--- config.mk ---
export PLATFORM = sky130hd
export DESIGN_NAME = sldc_top
export DESIGN_NICKNAME = d
export VERILOG_FILES = /design/src/rtl/sldc_pkg.sv /design/src/rtl/sldc_sync.sv /design/src/rtl/sldc_shift.sv /design/src/rtl/sldc_chan.sv /design/src/rtl/sldc_therm.sv /design/src/rtl/sldc_top.sv
export SDC_FILE = /design/constraint.sdc
export NUM_CORES = 1
export LEC_CHECK = 0
export ABC_AREA = 1
export BUFFER_PORTS_ARGS = -buffer_cell sky130_fd_sc_hd__buf_2
export CAP_MARGIN = 25
export CORE_ASPECT_RATIO = 1.2
export CORE_MARGIN = 2
export CORE_UTILIZATION = 56
export DETAILED_ROUTE_END_ITERATION = 8
export GPL_ROUTABILITY_DRIVEN = 1
export PLACE_DENSITY_LB_ADDON = 0.15
export SLEW_MARGIN = 0
export SYNTH_ARGS = -nofsm -noshare
export SYNTH_HDL_FRONTEND = slang
export SYNTH_SLANG_ARGS = --single-unit
--- constraint.sdc ---
create_clock -name clk -period 1.8 [get_ports clk]
set_input_delay 0.27 -clock clk [delete_from_list [all_inputs] [get_ports clk]]
set_output_delay 0.27 -clock clk [all_outputs]
set_load 0.01 [all_outputs]
--- src/rtl/sldc_pkg.sv ---
package sldc_pkg;
   typedef enum logic {
      TH_NORMAL   = 1'b0,
      TH_SHUTDOWN = 1'b1
   } therm_state_e;
endpackage

--- src/rtl/sldc_sync.sv ---
module sldc_sync #(
   parameter int unsigned     W       = 1,
   parameter int unsigned     STAGES  = 2,
   parameter logic [W-1:0]    RST_VAL = '0
) (
   input  logic         clk,
   input  logic         rst_n,
   input  logic [W-1:0] d,
   output logic [W-1:0] q
);
   if (STAGES < 2) begin : g_bad_stages
      $error("sldc_sync: STAGES must be at least 2");
   end

   logic [W-1:0] stg [STAGES];

   always_ff @(posedge clk or negedge rst_n) begin
      if (!rst_n) begin
         for (int k = 0; k < STAGES; k++) stg[k] <= RST_VAL;
      end else begin
         stg[0] <= d;
         for (int k = 1; k < STAGES; k++) stg[k] <= stg[k-1];
      end
   end

   assign q = stg[STAGES-1];
endmodule

--- src/rtl/sldc_shift.sv ---
module sldc_shift #(
   parameter int unsigned N = 8
) (
   input  logic         clk,
   input  logic         rst_n,
   input  logic         shift_en,
   input  logic         sdi,
   input  logic         load,
   output logic [N-1:0] buf_q,
   output logic         sdo
);
   if (N < 2) begin : g_bad_n
      $error("sldc_shift: N must be at least 2");
   end

   logic [N-1:0] sreg;

   always_ff @(posedge clk or negedge rst_n) begin
      if (!rst_n) begin
         sreg <= '0;
      end else if (shift_en) begin
         sreg <= {sreg[N-2:0], sdi};
      end
   end

   always_ff @(posedge clk or negedge rst_n) begin
      if (!rst_n) begin
         buf_q <= '0;
      end else if (load) begin
         buf_q <= sreg;
      end
   end

   assign sdo = sreg[N-1];

   p_shift_in_r1: assert property (@(posedge clk) disable iff (!rst_n)
      shift_en |=> sreg[0] == $past(sdi));

   p_buf_hold_r2: assert property (@(posedge clk) disable iff (!rst_n)
      !load |=> $stable(buf_q));
endmodule

--- src/rtl/sldc_chan.sv ---
module sldc_chan (
   input  logic clk,
   input  logic rst_n,
   input  logic want,
   input  logic allow,
   input  logic ovc,
   input  logic clr,
   output logic drv
);
   logic trip_q;

   assign drv = want & allow & ~trip_q;

   always_ff @(posedge clk or negedge rst_n) begin
      if (!rst_n) begin
         trip_q <= 1'b0;
      end else begin
         trip_q <= (ovc & drv) | (trip_q & ~clr);
      end
   end

   p_trip_off_r5: assert property (@(posedge clk) disable iff (!rst_n)
      (ovc && drv) |=> !drv);

   p_trip_hold_r6: assert property (@(posedge clk) disable iff (!rst_n)
      (!drv && !clr && $past(ovc && drv)) |=> !drv);
endmodule

--- src/rtl/sldc_therm.sv ---
module sldc_therm
   import sldc_pkg::*;
#(
   parameter int unsigned TEMP_W = 8,
   parameter int unsigned TRIP_C = 155,
   parameter int unsigned HYST_C = 10
) (
   input  logic              clk,
   input  logic              rst_n,
   input  logic [TEMP_W-1:0] temp,
   output logic              hot
);
   localparam int unsigned REL_C = TRIP_C - HYST_C;

   if (HYST_C == 0 || HYST_C > TRIP_C) begin : g_bad_hyst
      $error("sldc_therm: HYST_C must be in 1..TRIP_C");
   end
   if (TRIP_C >= (1 << TEMP_W)) begin : g_bad_trip
      $error("sldc_therm: TRIP_C does not fit TEMP_W bits");
   end

   localparam logic [TEMP_W-1:0] TRIP_V = TEMP_W'(TRIP_C);
   localparam logic [TEMP_W-1:0] REL_V  = TEMP_W'(REL_C);

   therm_state_e st_q, st_d;

   always_comb begin
      st_d = st_q;
      unique case (st_q)
         TH_NORMAL:   if (temp >= TRIP_V) st_d = TH_SHUTDOWN;
         TH_SHUTDOWN: if (temp <  REL_V)  st_d = TH_NORMAL;
         default:     st_d = TH_NORMAL;
      endcase
   end

   always_ff @(posedge clk or negedge rst_n) begin
      if (!rst_n) st_q <= TH_NORMAL;
      else        st_q <= st_d;
   end

   assign hot = (st_q == TH_SHUTDOWN);

   p_hot_hold_r8: assert property (@(posedge clk) disable iff (!rst_n)
      (hot && temp >= REL_V) |=> hot);

   p_cool_stay_r8: assert property (@(posedge clk) disable iff (!rst_n)
      (!hot && temp < TRIP_V) |=> !hot);
endmodule

--- src/rtl/sldc_top.sv ---
module sldc_top #(
   parameter int unsigned NUM_CH      = 8,
   parameter int unsigned SYNC_STAGES = 2,
   parameter int unsigned TEMP_W      = 8,
   parameter int unsigned TRIP_C      = 155,
   parameter int unsigned HYST_C      = 10
) (
   input  logic              clk,
   input  logic              por_n,
   input  logic              ser_clk_i,
   input  logic              ser_dat_i,
   input  logic              strobe_i,
   input  logic              en_n_i,
   input  logic [NUM_CH-1:0] ovc_i,
   input  logic [TEMP_W-1:0] temp_i,
   output logic [NUM_CH-1:0] drive_o,
   output logic              ser_dat_o,
   output logic              fault_n_o,
   output logic              hot_o
);
   localparam int unsigned    NSYNC    = 4;
   localparam logic [NSYNC-1:0] SYNC_RST = 4'b1000;
   localparam logic [TEMP_W-1:0] TRIP_V = TEMP_W'(TRIP_C);

   logic [NSYNC-1:0] raw_in, syn;
   logic sck_s, sdi_s, stb_s, en_n_s;
   logic sck_d, stb_d;
   logic sck_rise, stb_rise;
   logic allow;
   logic fault_q;
   logic [NUM_CH-1:0] buf_q;

   assign raw_in = {en_n_i, strobe_i, ser_dat_i, ser_clk_i};

   sldc_sync #(.W(NSYNC), .STAGES(SYNC_STAGES), .RST_VAL(SYNC_RST)) u_sync (
      .clk   (clk),
      .rst_n (por_n),
      .d     (raw_in),
      .q     (syn)
   );

   assign sck_s  = syn[0];
   assign sdi_s  = syn[1];
   assign stb_s  = syn[2];
   assign en_n_s = syn[3];

   always_ff @(posedge clk or negedge por_n) begin
      if (!por_n) begin
         sck_d <= 1'b0;
         stb_d <= 1'b0;
      end else begin
         sck_d <= sck_s;
         stb_d <= stb_s;
      end
   end

   assign sck_rise = sck_s & ~sck_d;
   assign stb_rise = stb_s & ~stb_d;

   sldc_shift #(.N(NUM_CH)) u_shift (
      .clk      (clk),
      .rst_n    (por_n),
      .shift_en (sck_rise),
      .sdi      (sdi_s),
      .load     (stb_s),
      .buf_q    (buf_q),
      .sdo      (ser_dat_o)
   );

   sldc_therm #(.TEMP_W(TEMP_W), .TRIP_C(TRIP_C), .HYST_C(HYST_C)) u_therm (
      .clk   (clk),
      .rst_n (por_n),
      .temp  (temp_i),
      .hot   (hot_o)
   );

   assign allow = ~en_n_s & ~hot_o;

   for (genvar i = 0; i < NUM_CH; i++) begin : g_ch
      sldc_chan u_chan (
         .clk   (clk),
         .rst_n (por_n),
         .want  (buf_q[i]),
         .allow (allow),
         .ovc   (ovc_i[i]),
         .clr   (stb_rise),
         .drv   (drive_o[i])
      );
   end

   always_ff @(posedge clk or negedge por_n) begin
      if (!por_n) fault_q <= 1'b0;
      else        fault_q <= (|(ovc_i & drive_o)) | (fault_q & ~stb_rise);
   end

   assign fault_n_o = ~fault_q;

   p_fault_hold_r7: assert property (@(posedge clk) disable iff (!por_n)
      (!fault_n_o && !stb_rise) |=> !fault_n_o);

   p_fault_set_r7: assert property (@(posedge clk) disable iff (!por_n)
      (|(ovc_i & drive_o)) |=> !fault_n_o);

   p_hot_off_r8: assert property (@(posedge clk) disable iff (!por_n)
      (temp_i >= TRIP_V) |=> drive_o == '0);

   p_dis_off_r4: assert property (@(posedge clk) disable iff (!por_n)
      $past(en_n_i) && en_n_s |-> drive_o == '0);
endmodule

==> results of run 1 <==
## metrics by stage
step | instances | worst slack, ns | hold slack, ns
global route | 226 | 0.0217 | 0.00115
floorplan | 162 | 0.431 | -0.0256
global placement | 216 | 0.286 | 0.332
detailed placement | 216 | 0.259 | 0.339
finish | 226 | 0.109 | -0.0126
CTS | 224 | 0.0210 | 0.0133
## worst min-delay path by stage
stage / endpoint
global route: u_sync.stg[5]
global placement: u_sync.q[2]
CTS: u_sync.q[0]
detailed placement: u_sync.q[0]
finish: u_therm.hot
floorplan: fault_q
## power by group through the flow
stage / Clock (mW) / Sequential [mW] / Combinational [mW]
4_1_cts: 0.459 / 1.03 / 0.327
3_5_place_dp: 0 / 1.04 / 0.326
6_report: 0.438 / 1.02 / 0.330
2_1_floorplan: 0 / 1.03 / 0.240
5_1_grt: 0.503 / 1.04 / 0.384
3_3_place_gp: 0 / 1.04 / 0.314
## cell usage after synthesis (2+ instances only)
master,count,area [µm²]
nand3_1,8,40.0
dfstp_2,2,52.6
nand2_1,37,139
nor3_1,7,35.0
nor2_1,12,45.0
mux2_2,3,33.8
dfrtp_1,34,851
o21ai_0,14,70.1
a21oi_1,3,15.0
nand4_1,2,12.5
inv_1,24,90.1
buf_4,8,60.1
## kinds of logic (layout without fill, tap and decap cells)
family                 Yosys count  in the layout
and+or+nand+nor                 68             68
AOI/OAI and AO/OA               18             18
buffers and inverters           37             68
DFF                             36             36
muxes                            3              3
## area by class of cell
type,count,area share [%]
clock inverters,1,0.442
inverters,26,5.89
clock buffers,7,3.24
repair buffers,34,10.5
well taps,33,2.43
multi-input cells,89,24.4
flip-flops and latches,36,53.2
## flip-flops by register name (all words and copies together), names as in the netlist
register	count
stb_d	1
u_sync.stg	4
u_shift.buf_q	8
u_therm.hot	1
sck_d	1
g_ch.u_chan.trip_q	8
u_sync.q	4
fault_q	1
u_shift.sreg	8
## layer usage
layer | wire, µm | share of wire (%) | vias to the layer above
met4 | 48 | 2.0 | 0
met1 | 1040 | 44 | 484
met3 | 134 | 5.7 | 6
met2 | 1140 | 48 | 26
li1 | - | - | 559
met5 | 0 | 0 | -
## what timing repair did
action,4_1_cts,5_1_grt
resized for setup,1,2
endpoints found under the setup margin,7,7
pin swaps,1,1
hold buffers,0,1
endpoints found under the hold margin,0,1
buffers inserted,0,1
## worst reg2reg max path, delay by kind of cell, from the launching register on
family,cells,cell delay [ns]
buffers and inverters,2,0.12
and+or+nand+nor,4,0.52
DFF,1,0.58
==> out/metrics.yaml, run 1 <==
status: "finished, violations left"
violations: "hold timing"
p_int_mw: 1.28
peakVddDrop_mv: 0.758
drc: 0
antenna_found_initial: 0
use_met1_pct: 22.2
min_path_type: "primary input to async pin"
cts-buffers-inserted: 5
relSlewSlack_pct: 50.7
final_util_pct: 67.2
r2r-end: "fault_q"
synth_compound_area_share_pct: 6.13
die_h_um: 60.5
seqPwrFrac_pct: 57.2
cts_tree: "done"
ctsLongestPathBuffers: 2
netlist-cell-type-count: 20
die_area_mm2: 0.00309
drt_iter0_markers: 18
endpoint_kind: "primary output"
setup_violations: 0
placed_cell_area_mm2: 0.00161
clk_pin_slew_ns: 0.10
clockRootBuffer: "clkbuf_4"
critPathBufInv: 2
synthAdderAreaFrac_pct: 0
cp_top_family: "flip-flops"
fp.coreArea_mm2: 0.00253
antennaDiodeCount: 0
htreeDepth: 2
seq_area_frac_synth_pct: 60.6
slew_violations: 0
start_util_pct: 59.0
avgViaCountPerCell: 4.76
fmax_ghz: 0.591
cts_sinks: 36
crit_required_ns: 1.53
path_max_fanout: 8
firstDrtPassIters: 4
hold_viol: 27
rsz0062_at_grt: "false"
p_comb_share_pct: 18.4
synth_top_family_by_area: "simple AND/OR/NAND/NOR gates"
reg2reg_depth: 6
leakage_nw: 0.939
pin_count: 33
min_period_over_period_pct: 94.0
vias: 1075
final_cell_mix: "nand2_1 (37), dfrtp_1 (34), buf_2 (32)"
rows: 20
gr-usage-met3_pct: 6.65
hpwlAfterDp_um: 1810
fin_total_pwr_mw: 1.79
skew_ns: 0.00547
crit_end: "drive_o[2]"
netlist_area_mm2: 0.00149
powerDensity_mw_per_mm2: 1060
track_usage_pct: 18.6
grt_pass1_vias: 1008
crit_arrival_ns: 1.42
grt_pass1_wl_um: 4110
synth_seq_cells: 36
timing.rr.start: "u_sync.q[2]"
clk_latency_ns: 0.33
final_area_mm2: 0.00170
maxCapViolCount: 0
setup_tns_ns: 0
die_x_um: 51.1
regArea_um2: 903
grt.busiest_layer: "met2"
final_common_cell: "nand2_1"
worst_pin_slew_ns: 0.740
syn_to_final_growth_pct: 14.0
whs_ns: -0.0126
io_buffers: 32
synth_edf_count: 0
final_nets: 214
grt_max_degree: 37
cp-start-kind: "flip-flop"
syn_inst: 162
cp_slowest_stage_delay_ns: 0.44
yosysWarningCount: 0
grt.overflow.total: 0
period_minus_slack_ns: 1.69
synth_xor_area_share_pct: 0
path_class: "flip-flop to primary output"
drive_gt1_share_pct: 24.9
syn_nets: 184
wire_per_inst_um: 10.4
swShare_pct: 28.8
clock_power_share_pct: 24.4
crit_cells: 4
r2r_slack_ns: 0.48
avgSynthCellArea_um2: 9.20
startpoint: "u_therm.hot"
gp_congestion: 0.748
switchingPower_mw: 0.517
multiInputGateArea_um2: 414
synthSimpleGateAreaFrac_pct: 19.1
slowest_stage: "dfrtp_1"
worstPathCellList: "nor2_4, inv_4, nor3_1, buf_2"
async_flop_share_pct: 100
use_met2_pct: 30.8
n_fill_cell: 214
wl_um: 2360
postRouteAntennaNets: 0
synth_ff_type: "dfrtp_1"
synth_mux_area_share_pct: 2.27
(Power assumes the default switching activity.)
==> inputs of run 2 (changes only) <==
Settings changed: CORE_UTILIZATION 56 to 47.
Clock period 1.8 ns to 1.55 ns, I/O delays scaled along.
==> out/metrics.yaml, run 2 (synthesis results as in run 1) <==
ctsLongestPathBuffers: 2
rsz0062_at_grt: "true"
cts-buffers-inserted: 5
min_path_type: "primary input to flip-flop"
track_usage_pct: 16.8
wl_um: 2740
final_cell_mix: "nand2_1 (37), dfrtp_1 (34), buf_2 (31)"
p_int_mw: 1.52
setup_violations: 0
switchingPower_mw: 0.659
drive_gt1_share_pct: 31.0
crit_required_ns: 1.32
grt.overflow.total: 0
final_cells: 239
htreeDepth: 2
setup_slack_ns: 0.0326
p_comb_share_pct: 21.0
gp_congestion: 0.744
wire_per_inst_um: 11.5
cp-start-kind: "flip-flop"
drc: 0
final_nets: 224
syn_to_final_growth_pct: 23.8
top_regs: "g_ch.u_chan.trip_q: 8 flops, u_shift.buf_q: 8 flops, u_shift.sreg: 8 flops"
pre_cts_slack_ns: 0.315
maxCapViolCount: 0
path_class: "flip-flop to primary output"
pin_count: 33
firstDrtPassIters: 4
min_period_over_period_pct: 97.9
vias: 1163
skew_ns: 0.00423
status: "finished, final reports clean"
final_common_cell: "nand2_1"
avgViaCountPerCell: 4.87
worst_pin_slew_ns: 0.432
cts_sinks: 36
antennaDiodeCount: 0
grt_pass1_vias: 1160
rows: 22
cts_tree: "done"
start_util_pct: 48.8
hpwlAfterDp_um: 1860
endpoint_kind: "primary output"
path_max_fanout: 5
grt_max_degree: 37
placed_cells: 222
antenna_found_initial: 0
powerDensity_mw_per_mm2: 1180
fin_total_pwr_mw: 2.18
die_h_um: 65.7
postRouteAntennaNets: 0
relSlewSlack_pct: 71.2
slew_violations: 0
crit_arrival_ns: 1.28
whs_path_depth: 3
reg2reg_depth: 7
setup_tns_ns: 0
grt_pass1_wl_um: 4690
clk_latency_ns: 0.33
die_area_mm2: 0.00364
fp.coreArea_mm2: 0.00306
peakVddDrop_mv: 0.693
leakage_nw: 1.00
clockRootBuffer: "clkbuf_4"
io_buffers: 32
swShare_pct: 30.3
fmax_ghz: 0.659
clock_power_share_pct: 23.7
hold_viol: 0
seqPwrFrac_pct: 55.4
drt_iter0_markers: 30
clk_pin_slew_ns: 0.10
die_x_um: 55.4
period_minus_slack_ns: 1.52
-- run 2: cell types whose count changed in the layout (fill, tap and decap cells not counted), sizes merged --
cell / delta
buf: +6
clkbuf: -1
clkinvlp: -1
dlygate4sd3: +4
clkinv: +2
-- run 2: power by group through the flow --
stage	Combinational, mW	Sequential, mW	Clock (mW)
2_1_floorplan	0.279	1.19	0
3_3_place_gp	0.381	1.20	0
3_5_place_dp	0.392	1.21	0
4_1_cts	0.421	1.19	0.538
5_1_grt	0.528	1.22	0.584
6_report	0.456	1.20	0.514
-- run 2: per-layer routing --
layer,GRT usage (%),wire (µm)
met5,0,0
met4,7.62,53
met3,6.10,174
met2,29.0,1370
met1,18.4,1140
-- run 2: per-stage QoR --
step	instance area, µm²	util (%)	hold slack [ns]
after floorplan	1490	-	-0.0631
after global placement	1640	53.6	0.286
after detailed placement	1640	53.6	0.293
after CTS	1780	58.1	0.143
after global routing	1850	60.4	0.164
final	1850	60.4	0.162
-- run 2: path summary, 6_finish.rpt --
kind | startpoint | endpoint | slack [ns]
hold / removal | ovc_i[1] | g_ch[1].u_chan.trip_q | 0.16
setup / recovery | u_therm.hot | drive_o[4] | 0.03
hold reg to reg | u_sync.stg[6] | u_sync.q[2] | 0.36
setup reg to reg | u_sync.q[3] | fault_q | 0.21
max in group asynchronous | por_n | u_sync.q[3] | 0.78
min in group asynchronous | por_n | u_shift.buf_q[1] | 0.45
-- run 2: what timing repair did --
action | 4_1_cts | 5_1_grt
endpoints found under the setup margin | 8 | 8
setup buffers | 1 | 3
hold buffers | 5 | 0
pin swaps | 1 | 1
gates resized for setup | 5 | 10
endpoints found under the hold margin | 38 | 0
-- run 2: critical path, stage by stage (launching register included) --
cell,delay (ns)
dfrtp_1,0.42
nor2_4,0.16
buf_6,0.15
nand3_4,0.07
inv_2,0.06
buf_6,0.09
-- run 2: final cells by class --
type	instances	area, µm²
repair buffers	44	273
inverters	26	100
multi-input cells	89	463
flip-flops and latches	36	903
well taps	36	45.0
clock buffers	6	51.3
fillers	299	1210
clock inverters	2	10.0
